--- src/rtl/pnp_pkg.sv ---
// Shared definitions for the plug-and-play card controller.
// Assumes: 8-bit register indices and an 8-bit key LFSR.
package pnp_pkg;
    typedef enum logic [1:0] {
        ST_WFK    = 2'd0,
        ST_SLEEP  = 2'd1,
        ST_ISOL   = 2'd2,
        ST_CONFIG = 2'd3
    } card_st_t;

    localparam logic [7:0] REG_RDPORT = 8'h00;
    localparam logic [7:0] REG_ISOL   = 8'h01;
    localparam logic [7:0] REG_CMD    = 8'h02;
    localparam logic [7:0] REG_WAKE   = 8'h03;
    localparam logic [7:0] REG_RES    = 8'h04;
    localparam logic [7:0] REG_STAT   = 8'h05;
    localparam logic [7:0] REG_CSN    = 8'h06;
    localparam logic [7:0] REG_LDN    = 8'h07;

    // One step of the key LFSR: shift right, feedback of bits 0 and 1 into bit 7.
    function automatic logic [7:0] key_step(input logic [7:0] v);
        return {v[1] ^ v[0], v[7:1]};
    endfunction
endpackage

--- src/rtl/pnp_bus_port.sv ---
// ISA I/O cycle front end. Turns the falling edge of the write strobe into
// one-cycle write events for the select port and the write-data port, flags a
// live hit on the read-data port and marks the end of each read that hit.
// Assumes: address and data are stable before a strobe falls; strobes last
// at least two clocks.
module pnp_bus_port #(
    parameter int          ADDR_W     = 16,
    parameter logic [15:0] SEL_PORT   = 16'h0279,
    parameter logic [15:0] WDATA_PORT = 16'h0A79
) (
    input  logic              clk,
    input  logic              rst_n,
    input  logic [ADDR_W-1:0] isa_addr,
    input  logic [7:0]        isa_wdata,
    input  logic              iow_n,
    input  logic              ior_n,
    input  logic              aen,
    input  logic [7:0]        rd_port,
    input  logic              rd_en,
    output logic              sel_wr,
    output logic              data_wr,
    output logic [7:0]        wr_byte,
    output logic              rd_hit,
    output logic              rd_done
);
    localparam int HI_W = ADDR_W - 10;

    logic iow_q, ior_q, hit_q;
    logic wr_fall;

    // Write strobe falls while the address is an I/O (non-DMA) cycle.
    assign wr_fall = iow_q & ~iow_n & ~aen;

    // Read port decode: {zeros, port byte, 2'b11}, port byte 0 means disabled.
    assign rd_hit = rd_en && (rd_port != 8'd0) && !ior_n && !aen &&
                    (isa_addr == {{HI_W{1'b0}}, rd_port, 2'b11});

    // Strobe history, write events and read-completion marker.
    always_ff @(posedge clk) begin
        if (!rst_n) begin
            iow_q   <= 1'b1;
            ior_q   <= 1'b1;
            hit_q   <= 1'b0;
            sel_wr  <= 1'b0;
            data_wr <= 1'b0;
            wr_byte <= 8'd0;
            rd_done <= 1'b0;
        end else begin
            iow_q   <= iow_n;
            ior_q   <= ior_n;
            hit_q   <= rd_hit;
            sel_wr  <= wr_fall && (isa_addr == ADDR_W'(SEL_PORT));
            data_wr <= wr_fall && (isa_addr == ADDR_W'(WDATA_PORT));
            if (wr_fall) wr_byte <= isa_wdata;
            rd_done <= hit_q && ior_n && !ior_q;
        end
    end
endmodule

--- src/rtl/pnp_key_match.sv ---
// Initiation key comparator. Follows the key LFSR byte by byte while enabled
// and pulses key_done after KEY_LEN consecutive matching writes.
// Assumes: en is high only in wait-for-key; a mismatching byte equal to the
// seed starts a new attempt at position 1.
module pnp_key_match #(
    parameter int         KEY_LEN = 32,
    parameter logic [7:0] SEED    = 8'h6A
) (
    input  logic       clk,
    input  logic       rst_n,
    input  logic       en,
    input  logic       stb,
    input  logic [7:0] byte_in,
    output logic       key_done
);
    import pnp_pkg::*;

    localparam int IDX_W = (KEY_LEN > 2) ? $clog2(KEY_LEN) : 1;
    localparam logic [IDX_W-1:0] LAST = IDX_W'(KEY_LEN - 1);

    logic [IDX_W-1:0] idx;
    logic [7:0]       want;

    // Position tracking and expected-byte generation.
    always_ff @(posedge clk) begin
        if (!rst_n) begin
            idx      <= '0;
            want     <= SEED;
            key_done <= 1'b0;
        end else begin
            key_done <= 1'b0;
            if (!en) begin
                idx  <= '0;
                want <= SEED;
            end else if (stb) begin
                if (byte_in == want) begin
                    if (idx == LAST) begin
                        key_done <= 1'b1;
                        idx      <= '0;
                        want     <= SEED;
                    end else begin
                        idx  <= idx + 1'b1;
                        want <= key_step(want);
                    end
                end else if (byte_in == SEED) begin
                    idx  <= IDX_W'(1);
                    want <= key_step(SEED);
                end else begin
                    idx  <= '0;
                    want <= SEED;
                end
            end
        end
    end

    assert_key_after_write_R2: assert property (@(posedge clk) disable iff (!rst_n)
        key_done |-> $past(stb && en));
    assert_key_cleared_R3: assert property (@(posedge clk) disable iff (!rst_n)
        !en |=> (idx == '0 && want == SEED));
endmodule

--- src/rtl/pnp_read_mux.sv ---
// Read-data selection for the register the pointer addresses.
// Assumes: the caller gates the result with the port hit.
module pnp_read_mux (
    input  logic [7:0] ptr,
    input  logic [7:0] csn,
    input  logic [7:0] ldn,
    input  logic [7:0] iso_byte,
    input  logic [7:0] res_byte,
    input  logic       res_valid,
    output logic [7:0] rdata
);
    import pnp_pkg::*;

    // Register readback; write-only and unimplemented registers give 0.
    always_comb begin
        case (ptr)
            REG_ISOL: rdata = iso_byte;
            REG_RES:  rdata = res_byte;
            REG_STAT: rdata = {7'd0, res_valid};
            REG_CSN:  rdata = csn;
            REG_LDN:  rdata = ldn;
            default:  rdata = 8'd0;
        endcase
    end
endmodule

--- src/rtl/pnp_card_ctrl.sv ---
// Card-level plug-and-play configuration controller. Tracks the card state,
// holds csn, ldn, register pointer and read-port byte, executes the wake and
// configuration-control commands and emits one-cycle requests to the external
// isolation, EEPROM and logical-device logic.
// Assumes: ISA strobes are synchronous to clk; external logic handles the
// serial identifier and the resource-data fetch.
module pnp_card_ctrl #(
    parameter int         ADDR_W    = 16,
    parameter int         KEY_LEN   = 32,
    parameter logic [7:0] KEY_SEED  = 8'h6A,
    parameter logic [7:0] RES_START = 8'h0E
) (
    input  logic              clk,
    input  logic              rst_n,
    input  logic [ADDR_W-1:0] isa_addr,
    input  logic [7:0]        isa_wdata,
    input  logic              iow_n,
    input  logic              ior_n,
    input  logic              aen,
    output logic [7:0]        isa_rdata,
    output logic              isa_rdata_oe,
    input  logic [7:0]        iso_byte,
    output logic              iso_rd,
    output logic              iso_ptr_rst,
    input  logic [7:0]        res_byte,
    input  logic              res_valid,
    output logic              res_take,
    output logic              ee_fetch,
    output logic [7:0]        ee_word,
    output logic              ld_defaults,
    output logic [1:0]        card_state,
    output logic [7:0]        csn,
    output logic [7:0]        ldn
);
    import pnp_pkg::*;

    card_st_t   st;
    logic [7:0] csn_q, ldn_q, rdp_q, ptr_q;
    logic       sel_wr, data_wr, rd_hit, rd_done, key_done;
    logic [7:0] wr_byte, mux_data;
    logic       port_live, in_wfk;

    assign in_wfk    = (st == ST_WFK);
    assign port_live = (st == ST_ISOL) || (st == ST_CONFIG);

    pnp_bus_port #(.ADDR_W(ADDR_W)) u_bus (
        .clk(clk), .rst_n(rst_n), .isa_addr(isa_addr), .isa_wdata(isa_wdata),
        .iow_n(iow_n), .ior_n(ior_n), .aen(aen), .rd_port(rdp_q),
        .rd_en(port_live), .sel_wr(sel_wr), .data_wr(data_wr),
        .wr_byte(wr_byte), .rd_hit(rd_hit), .rd_done(rd_done)
    );

    pnp_key_match #(.KEY_LEN(KEY_LEN), .SEED(KEY_SEED)) u_key (
        .clk(clk), .rst_n(rst_n), .en(in_wfk), .stb(sel_wr),
        .byte_in(wr_byte), .key_done(key_done)
    );

    pnp_read_mux u_mux (
        .ptr(ptr_q), .csn(csn_q), .ldn(ldn_q), .iso_byte(iso_byte),
        .res_byte(res_byte), .res_valid(res_valid), .rdata(mux_data)
    );

    // Card state, register file and command side effects.
    always_ff @(posedge clk) begin
        if (!rst_n) begin
            st          <= ST_WFK;
            csn_q       <= 8'd0;
            ldn_q       <= 8'd0;
            rdp_q       <= 8'd0;
            ptr_q       <= 8'd0;
            iso_rd      <= 1'b0;
            iso_ptr_rst <= 1'b0;
            res_take    <= 1'b0;
            ee_fetch    <= 1'b0;
            ld_defaults <= 1'b0;
        end else begin
            iso_rd      <= 1'b0;
            iso_ptr_rst <= 1'b0;
            res_take    <= 1'b0;
            ee_fetch    <= 1'b0;
            ld_defaults <= 1'b0;

            if (key_done && in_wfk) st <= ST_SLEEP;

            if (sel_wr && !in_wfk) ptr_q <= wr_byte;

            if (data_wr && !in_wfk) begin
                case (ptr_q)
                    REG_RDPORT: if (st == ST_ISOL) rdp_q <= wr_byte;
                    REG_CMD: begin
                        if (wr_byte[2]) begin
                            csn_q <= 8'd0;
                            rdp_q <= 8'd0;
                        end
                        if (wr_byte[1]) st <= ST_WFK;
                        if (wr_byte[0]) ld_defaults <= 1'b1;
                    end
                    REG_WAKE: begin
                        if (wr_byte == csn_q) begin
                            iso_ptr_rst <= 1'b1;
                            if (wr_byte == 8'd0) begin
                                st <= ST_ISOL;
                            end else begin
                                st       <= ST_CONFIG;
                                ee_fetch <= 1'b1;
                            end
                        end else begin
                            st <= ST_SLEEP;
                        end
                    end
                    REG_CSN: if (port_live) begin
                        csn_q <= wr_byte;
                        if (st == ST_ISOL) st <= ST_CONFIG;
                    end
                    REG_LDN: if (st == ST_CONFIG) ldn_q <= wr_byte;
                    default: ;
                endcase
            end

            if (rd_done) begin
                if (ptr_q == REG_ISOL && st == ST_ISOL) iso_rd <= 1'b1;
                if (ptr_q == REG_RES && st == ST_CONFIG && res_valid) res_take <= 1'b1;
            end
        end
    end

    assign isa_rdata    = rd_hit ? mux_data : 8'd0;
    assign isa_rdata_oe = rd_hit;
    assign ee_word      = RES_START;
    assign card_state   = st;
    assign csn          = csn_q;
    assign ldn          = ldn_q;

    assert_sleep_entry_R2: assert property (@(posedge clk) disable iff (!rst_n)
        (st == ST_SLEEP && $past(st) == ST_WFK) |-> $past(key_done));
    assert_port_change_R5: assert property (@(posedge clk) disable iff (!rst_n)
        (rdp_q != $past(rdp_q)) |-> ($past(st) == ST_ISOL || rdp_q == 8'd0));
    assert_ptr_reset_state_R7: assert property (@(posedge clk) disable iff (!rst_n)
        iso_ptr_rst |-> (st == ST_ISOL || st == ST_CONFIG));
    assert_fetch_in_config_R8: assert property (@(posedge clk) disable iff (!rst_n)
        ee_fetch |-> (st == ST_CONFIG));
    assert_ldn_change_R10: assert property (@(posedge clk) disable iff (!rst_n)
        (ldn_q != $past(ldn_q)) |-> ($past(st) == ST_CONFIG));
    assert_take_single_R11: assert property (@(posedge clk) disable iff (!rst_n)
        res_take |=> !res_take);
endmodule

--- config.mk ---
export PLATFORM = sky130hd
export DESIGN_NAME = pnp_card_ctrl
export DESIGN_NICKNAME = d
export VERILOG_FILES = /design/src/rtl/pnp_pkg.sv /design/src/rtl/pnp_bus_port.sv /design/src/rtl/pnp_key_match.sv /design/src/rtl/pnp_read_mux.sv /design/src/rtl/pnp_card_ctrl.sv
export SDC_FILE = /design/constraint.sdc
export NUM_CORES = 1
export LEC_CHECK = 0
export BUFFER_PORTS_ARGS = -buffer_cell sky130_fd_sc_hd__buf_2
export CORE_ASPECT_RATIO = 1.1
export CORE_MARGIN = 2
export CORE_UTILIZATION = 45
export DETAILED_ROUTE_END_ITERATION = 16
export PLACE_DENSITY_LB_ADDON = 0.08
export SLEW_MARGIN = 5
export SYNTH_ARGS = -nofsm -noshare
export SYNTH_HDL_FRONTEND = slang
export SYNTH_SLANG_ARGS = --single-unit
--- constraint.sdc ---
create_clock -name clk -period 3.2 [get_ports clk]
set_input_delay 0.16 -clock clk [delete_from_list [all_inputs] [get_ports clk]]
set_output_delay 0.16 -clock clk [all_outputs]
set_load 0.01 [all_outputs]
==> summary.md <==
| Metric | Value |
|---|---|
| Starting Density | 0.463 |
| Io pins | 86 |
| Number of synthesized flops with an enable pin | 0 |
| Async SR Flop Fraction | 0 |
| Initial antenna violation count | 0 |
| Vias in the first global route | 2737 |
| P_leak | 1.70 nW |
| TritonRoute pass-1 iters | 4 |
| Routability cong. | 0.819 |
| Port bufs | 77 |
| Post-CTS Resized | 0 |
| Critical Path RT | 3.04 ns |
| Chip height | 95.7 um |
| Max FO, Critical Path | 10 |
| Rows | 33 |
| Final hold viol count | 0 |
| Synth warnings | 0 |
| Setup ws final | 0.373 ns |
| Setup violators final | 0 |
| H-tree Lvls | 3 |
| WL/cell | 16.1 um |
| Hold WC Path Type | input port to register |
| Postcts setup bufs | 0 |
| MaxCap Viol Count | 0 |
| Num Clock Sinks | 67 |
| Layout area overhead | 18.5% |
| Total power | 1.74 mW |
| Nets | 491 |
| Antenna viol nets, final | 0 |
| Sequential fraction of the synthesis area | 0.390 |
| Final Max Slew Viols | 0 |
| Area occupied by multi-input gates | between 1500 and 2000 um2 |
| Storage element area | 1340 um2 |
| Placement Setup Slack | between 0.7 and 0.8 ns |
| Die W | 87.4 um |
| GRT overflow | 0 |
| Count of cell types in the netlist | 60 |
| Logic pwr share | 0.065 |
| RSZ-0062 raised after global routing | false |
| Filler Cell Count | just over 700 |
| Leading register cell type out of synthesis | dfxtp_1 |
| Fmax | 0.354 GHz |
| Sum Neg Setup Slack | 0 ns |
| Clock Latency Late Sink | 0.34 ns |
| Layout cells sized above 1 | 0.286 |
| Root buf cell | clkbuf_8 |
| Worst setup EP type | output port |
| Total Routing Usage GR | 0.211 |
| DP HPWL | 6310 um |
| #FFs+latches synth | 67 |
| CTS tree | done |
| Antenna cells | 0 |
| Critical Path AT | 2.67 ns |
| Hold Slack | 0.0359 ns |
| Mean Syn Cell Area | ~9 um2 |
| Routed vias | 2933 |
| CP startpoint kind | register |
| Peak supply drop | 436 uV |
| Worst-margin pin slew | 1.10 ns |
| Vias per cell | 5.48 |
| Core area | 7430 um2 |
| PD cells | around 430 nW/um2 |
| Netlist Area Pre-Place | roughly 3400 um2 |
| First-pass GRT wire length | 13600 um |
| Sequential Power Share | 0.486 |
| Sw frac | 0.234 |
| Clock share of power | 0.449 |
| Internal power | 1.33 mW |
| Final Cycle Share | 0.883 |
| Worst clock skew | 0.00817 ns |
| Detailed-route DRC error count | 0 |
| DRT iter0 DRCs | 120 |
| Drt total wl | roughly 8600 um |
| Worst slew margin | 0.262 |
| Clk buf depth | 2 |
| Kind of critical path | register to output port |
| Switching Power | 0.407 mW |
| Tmin final | 2.83 ns |
| Largest net degree at the start of global routing | 26 |
| Outcome | finished clean |
| Clk slew on worst S/H paths | 0.07 ns |
| Gate Count Post-Synth | 376 |
| # hold bufs at CTS | 0 |
| Die footprint | 8370 um2 |
| Cts bufs inserted | 9 |
registers in the layout, indices dropped and copies added, names as in the netlist, 2 cells and up:
register,cells
csn,8
u_key.want,8
u_key.idx,5
ldn,8
card_state,2
ptr_q,8
rdp_q,8
u_bus.wr_byte,8
critical path: stages, from the launching register on:
cell and delay (ns):
dfxtp_1 0.56, or4bb_1 0.43, nor3_1 0.16, nand4_1 0.16, or4_1 0.71, nor2_1 0.17
buf_2 0.14
power by group through the flow:
stage                     Combinational, mW  Clock [mW]  Sequential, mW
final                                 0.113       0.782           0.846
after global routing                  0.125       0.844           0.846
after CTS                             0.113       0.803           0.846
after detailed placement              0.112           0           0.865
after global placement                0.111           0           0.865
after floorplan                      0.0736           0           0.859
cells by family after synthesis:
kind of cell               share of synthesized area
xor gates and xnor gates                      0.0611
other                                        0.00218
muxes                                         0.0920
DFF                                            0.390
and+or+nand+nor                                0.254
AOI/OAI and AO/OA                              0.136
adders and majority gates                    0.00727
buffers and inverters                         0.0578
Yosys cell counts, drive strengths merged (3+ instances only):
cell type,n,area share
a22o,11,0.028
and2,5,0.0091
nor2,23,0.025
buf,16,0.029
nor4,10,0.018
xor2,24,0.061
a22oi,7,0.015
nand3,14,0.023
mux2i,26,0.076
o221a,3,0.0098
nand4,3,0.0055
inv,6,0.0065
nor2b,31,0.056
nand2b,7,0.013
clkbuf,20,0.022
mux2,3,0.0098
nand2,24,0.026
nor3,13,0.025
dfxtp,67,0.39
o22a,4,0.010
a221o,4,0.012
o21ai,12,0.026
a21oi,8,0.012
cells in the final DEF (no fill, tap or decap), types with 3 or more instances in the layout:
| master | Yosys | routed |
|---|---|---|
| a21oi_1 | 8 | 8 |
| a221o_1 | 4 | 4 |
| a22o_1 | 11 | 11 |
| a22oi_1 | 7 | 7 |
| and2_1 | 5 | 5 |
| buf_2 | 3 | 77 |
| buf_4 | 8 | 9 |
| clkbuf_8 | 0 | 9 |
| conb_1 | 2 | 8 |
| dfxtp_1 | 67 | 67 |
| inv_1 | 6 | 6 |
| mux2_2 | 3 | 3 |
| mux2i_1 | 26 | 26 |
| nand2_1 | 24 | 24 |
| nand2b_1 | 7 | 7 |
| nand3_1 | 12 | 12 |
| nand4_1 | 3 | 3 |
| nor2_1 | 23 | 23 |
| nor2b_1 | 31 | 31 |
| nor3_1 | 10 | 10 |
| nor4_1 | 10 | 10 |
| o21ai_0 | 3 | 3 |
| o21ai_2 | 8 | 8 |
| o221a_2 | 3 | 3 |
| o22a_1 | 4 | 4 |
| xor2_1 | 24 | 24 |
per-stage QoR:
step,cells,cell area [um2],util
floorplan,382,3460,-
global placement,519,3850,0.519
detailed placement,519,3850,0.519
CTS,535,4080,0.549
global route,535,4080,0.549
finish,535,4080,0.549
metal layers:
metal  vias up  part of all wire  track usage
met5         -                 0            0
met4         0             0.012       0.0782
met2        75              0.48        0.330
li1       1458                 -            -
met1      1387              0.47        0.284
met3        13             0.040       0.0480
final timing paths:
check	startpoint	endpoint	slack (ns)	cells past startpoint
hold reg to reg	u_bus.rd_done	iso_rd	0.49	2
setup / recovery	card_state[1]	isa_rdata[5]	0.37	6
setup reg to reg	ptr_q[3]	rdp_q[1]	0.78	5
hold / removal	iow_n	u_bus.iow_q	0.04	2
final cells by class:
type | instances | share of cell area
Clock inverter | 7 | 0.0248
Tap cell | 87 | 0.0267
Multi-Input combinational cell | 273 | 0.473
Sequential cell | 67 | 0.329
Timing Repair Buffer | 86 | 0.111
Clock buffer | 9 | 0.0304
Inverter | 6 | 0.00552
No activity file was read; power rests on OpenSTA's default activity.
